[src/rtl/irqc_pkg.sv]
package irqc_pkg;

    typedef enum logic [1:0] {
        OP_ENABLE = 2'd0,
        OP_PRIO   = 2'd1,
        OP_PSET   = 2'd2,
        OP_PCLR   = 2'd3
    } reg_op_e;

    typedef enum logic [0:0] {
        ST_THREAD  = 1'b0,
        ST_HANDLER = 1'b1
    } nest_state_e;

endpackage

[src/rtl/irqc_line_bank.sv]
module irqc_line_bank
    import irqc_pkg::*;
#(
    parameter int N  = 8,
    parameter int PW = 3,
    parameter int IW = 3
) (
    input  logic            clk,
    input  logic            rst_n,
    input  logic [N-1:0]    irq_in,
    input  logic            reg_wr,
    input  logic [1:0]      reg_op,
    input  logic [IW-1:0]   reg_idx,
    input  logic [PW-1:0]   reg_data,
    input  logic            act_set,
    input  logic [IW-1:0]   act_set_idx,
    input  logic            act_clr,
    input  logic [IW-1:0]   act_clr_idx,
    output logic [N-1:0]    pend,
    output logic [N-1:0]    enable,
    output logic [N-1:0]    active,
    output logic [N*PW-1:0] prio_flat
);

    logic [N-1:0] irq_q;

    always_ff @(posedge clk or negedge rst_n) begin
        if (!rst_n) irq_q <= '0;
        else        irq_q <= irq_in;
    end

    for (genvar i = 0; i < N; i++) begin : g_line
        logic hit;
        logic edge_set;
        logic sw_set;
        logic sw_clr;
        logic take_clr;

        assign hit      = reg_wr && (reg_idx == IW'(i));
        assign edge_set = irq_in[i] && !irq_q[i];
        assign sw_set   = hit && (reg_op == OP_PSET);
        assign sw_clr   = hit && (reg_op == OP_PCLR);
        assign take_clr = act_set && (act_set_idx == IW'(i));

        always_ff @(posedge clk or negedge rst_n) begin
            if (!rst_n) begin
                pend[i]   <= 1'b0;
                enable[i] <= 1'b0;
                active[i] <= 1'b0;
                prio_flat[i*PW +: PW] <= '0;
            end else begin
                if (edge_set || sw_set)       pend[i] <= 1'b1;
                else if (sw_clr || take_clr)  pend[i] <= 1'b0;

                if (hit && reg_op == OP_ENABLE) enable[i] <= reg_data[0];
                if (hit && reg_op == OP_PRIO)   prio_flat[i*PW +: PW] <= reg_data;

                if (take_clr)                                   active[i] <= 1'b1;
                else if (act_clr && act_clr_idx == IW'(i))      active[i] <= 1'b0;
            end
        end


        edge_pend_chk: assert property (@(posedge clk) disable iff (!rst_n)
            (irq_in[i] && !$past(irq_in[i])) |=> pend[i]);
    end

endmodule

[src/rtl/irqc_arbiter.sv]
module irqc_arbiter #(
    parameter int N  = 8,
    parameter int PW = 3,
    parameter int IW = 3
) (
    input  logic [N-1:0]    cand,
    input  logic [N*PW-1:0] prio_flat,
    output logic            found,
    output logic [IW-1:0]   win_idx,
    output logic [PW-1:0]   win_prio
);

    always_comb begin
        found    = 1'b0;
        win_idx  = '0;
        win_prio = '1;
        for (int i = 0; i < N; i++) begin
            if (cand[i] && (!found || prio_flat[i*PW +: PW] < win_prio)) begin
                found    = 1'b1;
                win_idx  = IW'(i);
                win_prio = prio_flat[i*PW +: PW];
            end
        end
    end

endmodule

[src/rtl/irqc_nest_stack.sv]
module irqc_nest_stack
    import irqc_pkg::*;
#(
    parameter int N  = 8,
    parameter int IW = 3,
    parameter int DW = 4
) (
    input  logic          clk,
    input  logic          rst_n,
    input  logic          push_req,
    input  logic          pop_req,
    input  logic [IW-1:0] push_idx,
    output logic [DW-1:0] depth,
    output logic          act_set,
    output logic [IW-1:0] act_set_idx,
    output logic          act_clr,
    output logic [IW-1:0] act_clr_idx,
    output logic          ret_err
);

    nest_state_e   state_q, state_d;
    logic [IW-1:0] stk [N];
    logic [IW-1:0] wr_ptr;
    logic [IW-1:0] top_ptr;
    logic          stray;

    assign wr_ptr  = IW'(depth);
    assign top_ptr = IW'(depth - DW'(1));

    always_comb begin
        state_d = state_q;
        unique case (state_q)
            ST_THREAD:  if (push_req && !pop_req) state_d = ST_HANDLER;
            ST_HANDLER: if (pop_req && depth == DW'(1)) state_d = ST_THREAD;
        endcase
    end

    always_comb begin
        act_set     = push_req && !pop_req && (depth < DW'(N));
        act_set_idx = push_idx;
        act_clr     = pop_req && (state_q == ST_HANDLER);
        act_clr_idx = stk[top_ptr];
        stray       = pop_req && (state_q == ST_THREAD);
    end

    always_ff @(posedge clk or negedge rst_n) begin
        if (!rst_n) begin
            state_q <= ST_THREAD;
            depth   <= '0;
            ret_err <= 1'b0;
        end else begin
            state_q <= state_d;
            if (act_clr)      depth <= depth - DW'(1);
            else if (act_set) depth <= depth + DW'(1);
            if (stray)        ret_err <= 1'b1;
        end
    end

    always_ff @(posedge clk) begin
        if (act_set) stk[wr_ptr] <= push_idx;
    end


    stray_err_chk: assert property (@(posedge clk) disable iff (!rst_n)
        (pop_req && depth == '0) |=> ret_err);


    err_sticky_chk: assert property (@(posedge clk) disable iff (!rst_n)
        ret_err |=> ret_err);


    depth_bound_chk: assert property (@(posedge clk) disable iff (!rst_n)
        depth <= DW'(N));


    state_depth_chk: assert property (@(posedge clk) disable iff (!rst_n)
        (state_q == ST_THREAD) == (depth == '0));

endmodule

[src/rtl/irqc_top.sv]
module irqc_top
    import irqc_pkg::*;
#(
    parameter int NUM_IRQ = 8,
    parameter int PRIO_W  = 3,
    parameter int IDX_W   = (NUM_IRQ > 1) ? $clog2(NUM_IRQ) : 1,
    parameter int DEPTH_W = $clog2(NUM_IRQ + 1)
) (
    input  logic               clk,
    input  logic               rst_n,
    input  logic [NUM_IRQ-1:0] irq_in,
    input  logic               reg_wr,
    input  logic [1:0]         reg_op,
    input  logic [IDX_W-1:0]   reg_idx,
    input  logic [PRIO_W-1:0]  reg_data,
    input  logic               core_enter,
    input  logic               core_return,
    output logic               take_req,
    output logic [IDX_W-1:0]   take_vec,
    output logic [NUM_IRQ-1:0] pend_o,
    output logic [NUM_IRQ-1:0] active_o,
    output logic [NUM_IRQ-1:0] enable_o,
    output logic               exec_valid,
    output logic [PRIO_W-1:0]  exec_prio,
    output logic [DEPTH_W-1:0] nest_depth,
    output logic               ret_err
);

    logic [NUM_IRQ*PRIO_W-1:0] prio_flat;
    logic [NUM_IRQ-1:0]        cand;
    logic                      pick_any;
    logic [IDX_W-1:0]          pick_idx;
    logic [PRIO_W-1:0]         pick_prio;
    logic                      exec_idx_unused_ok;
    logic [IDX_W-1:0]          exec_idx;
    logic                      act_set, act_clr;
    logic [IDX_W-1:0]          act_set_idx, act_clr_idx;
    logic                      enter_ok;

    irqc_line_bank #(.N(NUM_IRQ), .PW(PRIO_W), .IW(IDX_W)) u_bank (
        .clk         (clk),
        .rst_n       (rst_n),
        .irq_in      (irq_in),
        .reg_wr      (reg_wr),
        .reg_op      (reg_op),
        .reg_idx     (reg_idx),
        .reg_data    (reg_data),
        .act_set     (act_set),
        .act_set_idx (act_set_idx),
        .act_clr     (act_clr),
        .act_clr_idx (act_clr_idx),
        .pend        (pend_o),
        .enable      (enable_o),
        .active      (active_o),
        .prio_flat   (prio_flat)
    );

    assign cand = pend_o & enable_o & ~active_o;

    irqc_arbiter #(.N(NUM_IRQ), .PW(PRIO_W), .IW(IDX_W)) u_pick (
        .cand      (cand),
        .prio_flat (prio_flat),
        .found     (pick_any),
        .win_idx   (pick_idx),
        .win_prio  (pick_prio)
    );

    irqc_arbiter #(.N(NUM_IRQ), .PW(PRIO_W), .IW(IDX_W)) u_exec (
        .cand      (active_o),
        .prio_flat (prio_flat),
        .found     (exec_idx_unused_ok),
        .win_idx   (exec_idx),
        .win_prio  (exec_prio)
    );

    assign exec_valid = exec_idx_unused_ok;
    assign take_req   = pick_any && (!exec_valid || pick_prio < exec_prio);
    assign take_vec   = pick_idx;
    assign enter_ok   = core_enter && take_req;

    irqc_nest_stack #(.N(NUM_IRQ), .IW(IDX_W), .DW(DEPTH_W)) u_stack (
        .clk         (clk),
        .rst_n       (rst_n),
        .push_req    (enter_ok),
        .pop_req     (core_return),
        .push_idx    (pick_idx),
        .depth       (nest_depth),
        .act_set     (act_set),
        .act_set_idx (act_set_idx),
        .act_clr     (act_clr),
        .act_clr_idx (act_clr_idx),
        .ret_err     (ret_err)
    );


    offer_legal_chk: assert property (@(posedge clk) disable iff (!rst_n)
        take_req |-> (pend_o[take_vec] && enable_o[take_vec] && !active_o[take_vec]));


    depth_match_chk: assert property (@(posedge clk) disable iff (!rst_n)
        $countones(active_o) == int'(nest_depth));


    entry_prio_chk: assert property (@(posedge clk) disable iff (!rst_n)
        (core_enter && take_req && !core_return && !reg_wr) |=>
            (exec_valid && exec_prio == $past(pick_prio) && active_o[$past(take_vec)]));


    return_pop_chk: assert property (@(posedge clk) disable iff (!rst_n)
        (core_return && nest_depth != '0) |=> nest_depth == $past(nest_depth) - DEPTH_W'(1));


    exec_idle_chk: assert property (@(posedge clk) disable iff (!rst_n)
        (nest_depth == '0) |-> !exec_valid);

    wire unused_exec_idx = ^exec_idx;

endmodule

[config.mk]
export PLATFORM = sky130hd
export DESIGN_NAME = irqc_top
export DESIGN_NICKNAME = d
export VERILOG_FILES = /design/src/rtl/irqc_pkg.sv /design/src/rtl/irqc_line_bank.sv /design/src/rtl/irqc_arbiter.sv /design/src/rtl/irqc_nest_stack.sv /design/src/rtl/irqc_top.sv
export SDC_FILE = /design/constraint.sdc
export NUM_CORES = 1
export LEC_CHECK = 0
export BUFFER_PORTS_ARGS = -buffer_cell sky130_fd_sc_hd__buf_2
export CORE_MARGIN = 5
export CORE_UTILIZATION = 45
export DETAILED_ROUTE_END_ITERATION = 7
export PLACE_DENSITY = 0.59
export SLEW_MARGIN = 20
export SYNTH_ARGS = -nofsm -noshare
export SYNTH_HDL_FRONTEND = slang
export SYNTH_SLANG_ARGS = --single-unit
[constraint.sdc]
create_clock -name clk -period 17.06 [get_ports clk]
set_input_delay 4.265 -clock clk [delete_from_list [all_inputs] [get_ports clk]]
set_output_delay 4.265 -clock clk [all_outputs]
set_load 0.02 [all_outputs]
==> run summary <==
Layout Utilization = 53.73%
hold path startpoint = u_stack.ret_err$_DFFE_PN0P_
deepest clock path buffer count = 2
post-synth cell types = 75
Layout Cells excl Fill = 861
clk_lat worst skew = 0.34 ns
Fin. Hold Viols = 0
initial antenna violation count = 0
fmax = 61.35 MHz
Final Cell Area = 6780 um2
routed wire length per instance = 20.00 um
FF-to-FF End = u_stack.stk[1][1]$_DFFE_PP_
VDD IR max = 0.08661 mV
Power Density = 224.3 nW/um2
pin count of the biggest net entering global routing = 63
P&R area growth vs syn = 16.84%
Pleak = 2.955 nW
Clk pin slew, worst setup/hold paths = 0.07 ns
CTS H-tree depth = 3
yosys warns = 0
number of max-cap violations = 0
Critical Path Sink Type = primary output
fin crit share = 95.54%
Initial Util = 45.98%
total CTS buffers = 9
EDFF count, synth = 24
cell mode on critical path = ha_1
launch point of the worst path = u_bank.active[0]$_DFFE_PN0P_
mapped cell area = 5803 um2
Syn Inst Count = 604
CP endpoint = take_req
initial DRC count = 271
Total GRT Usage = 23.83%
Seq/Total Area, Yosys = 39.15%
via/cell ratio = 5.940
post-layout min period = 16.30 ns
Core Footprint = 12,620 um2
DP Area = 6316 um2
Crit-path slowest cell = a2111oi_1
Syn Nets = 654
chip width = 123.6 um
Port Buf Inserts = 57
Clock Tree Root = clkbuf_16
CTS tree = done
met2 Usage GRT = 37.24%
first-pass GRT wire length = 27.64 mm
crit-path max FO = 7
hold depth = 1
Crit path largest cell delay = 0.39 ns
vias in the first global route = 5,248
top cell type's share of synthesized area = 26.74%
most frequent cells after synthesis = 63 x nand2_1, 62 x dfrtp_1, 41 x inv_1, 38 x nor2_1, 38 x o21ai_0
share of layout cells above drive strength 1 = 24.09%
RR Startpoint = u_bank.active[0]$_DFFE_PN0P_
FF+latch count, synth = 86
startpoint class of the critical path = flip-flop
Pre-Repair DR Iteration Count = 5
Setup-failing EPs final = 0
total grt overflow = 0
Post-route DRC = 0
met1 usage = 33.35%
status = completed
FFs w/ async S/R, synth = 72.09%
Antenna Nets Post-Route = 0
Worst Clk Skew = 0.009354 ns
die height = 123.6 um
pin slew with the least headroom to its limit = 0.8295 ns
CP arrival = 12.03 ns
Max Transition Viols Final = 0
IO Pins = 58
final wirelength = 17.22 mm
Slew Limit Headroom = 44.70%
DIE AREA = 15,270 um2
cell taking the most area after synthesis = dfrtp_1
layer with the highest usage = met2
# clock sinks = 86
Worst EP required = 12.80 ns
worst-case reg-to-reg path depth = 60
via count = 5,114
flop-to-flop setup slack = 4.39 ns
DP Cell Count = 830
critical path class = reg2out
synth top area cells = dfrtp_1 27%, edfxtp_1 12%, mux2_2 6.6%, ha_1 6.3%, nand2_1 4.1%
worst min path class = reg2reg
Avg Synthesized Cell Area = 9.608 um2
# rows = 41
Final Power = 0.001521 W
count leader, synth = nand2_1
Primary FF master, synth = dfrtp_1
nets = 734
number of antenna diodes = 0
detailed placement HPWL = 13.14 mm
met3 Usage GRT = 4.666%
RD Place Congestion = 0.9370
==> sequential cells by signal (all words and copies together) (netlist names) <==
register / count
u_bank.active: 8
u_bank.enable: 8
u_bank.irq_q: 8
u_bank.pend: 8
u_bank.prio_flat: 24
u_stack.depth: 4
u_stack.ret_err: 1
u_stack.state_q: 1
u_stack.stk: 24
==> per-layer routing <==
| layer | vias up | share of wire (%) |
|---|---|---|
| li1 | 2438 | - |
| met1 | 2481 | 46 |
| met2 | 162 | 46 |
| met3 | 33 | 6.0 |
| met4 | 0 | 2.3 |
| met5 | - | 0 |
==> cell usage in the layout (no fill, tap or decap), types with 9 or more instances in the layout <==
cell and n:
nand2_1 63, dfrtp_1 62, buf_2 57, inv_1 41
nor2_1 36, o21ai_0 36, mux2_2 34, ha_1 28
edfxtp_1 24, a21oi_1 23, buf_4 22, nand2b_1 17
o21a_1 17, nor3_1 17, nand3_1 13, mux2i_1 11
a211oi_1 10, nor2b_1 9, clkbuf_16 9
==> kinds of logic after synthesis <==
family / Yosys count / synth area share [%]
flops: 86 / 39.15
compound gates: 180 / 22.06
simple gates: 201 / 17.49
fa+ha+maj: 29 / 6.253
mux: 53 / 11.19
xor+xnor: 3 / 0.4529
buf+inv: 52 / 3.407
==> worst min-delay path by stage <==
stage | endpoint | slack, ns
global placement | u_stack.ret_err$_DFFE_PN0P_ | 0.43
CTS | u_stack.ret_err$_DFFE_PN0P_ | 0.48
detailed placement | u_stack.ret_err$_DFFE_PN0P_ | 0.46
finish | u_stack.ret_err$_DFFE_PN0P_ | 0.47
floorplan | u_bank.pend[5]$_DFFE_PN0P_ | 0.45
global route | u_stack.ret_err$_DFFE_PN0P_ | 0.50
==> report_power, final <==
group	total, W	leakage (nW)	switching, W	internal (W)
logic	0.000973	1.85	0.000584	0.000389
registers	0.000343	0.955	0.0000658	0.000277
clock network	0.000205	0.145	0.0000889	0.000116
total	0.00152	2.95	0.000738	0.000782
==> critical path: cells and delay by family (launching register included) <==
kind / cells / cell delay, ns
buffers and inverters: 9 / 0.86
muxes: 3 / 0.99
adders and majority gates: 8 / 2.04
AOI/OAI and AO/OA: 27 / 5.53
and+or+nand+nor: 13 / 1.90
DFF: 1 / 0.37
==> layout make-up <==
type	count	area (um2)
clock buffer	9	225.2
multi-input combinational	466	3379
clock inverter	7	80.08
fill	1164	5839
sequential	86	2272
timing repair buffer	79	450.4
tap	172	215.2
inverter	42	157.7
==> repair_timing <==
action / 4_1_cts / 5_1_grt
hold buffers: 0 / 0
pin swaps: 0 / 7
gates cloned: 0 / 0
buffers inserted: 0 / 15
setup endpoints to repair: 1 / 3
gates resized for setup: 1 / 14
==> metrics by stage <==
stage	hold slack [ns]	setup WS, ns	TNS (ns)
after floorplan	0.4538	1.036	0
after global placement	0.4343	0.5697	0
after detailed placement	0.4608	0.3330	0
after CTS	0.4767	0.01627	0
after global routing	0.5014	-0.01937	-0.01937
final	0.4724	0.7602	0
Note: power is estimated with default switching activity, not from simulation.
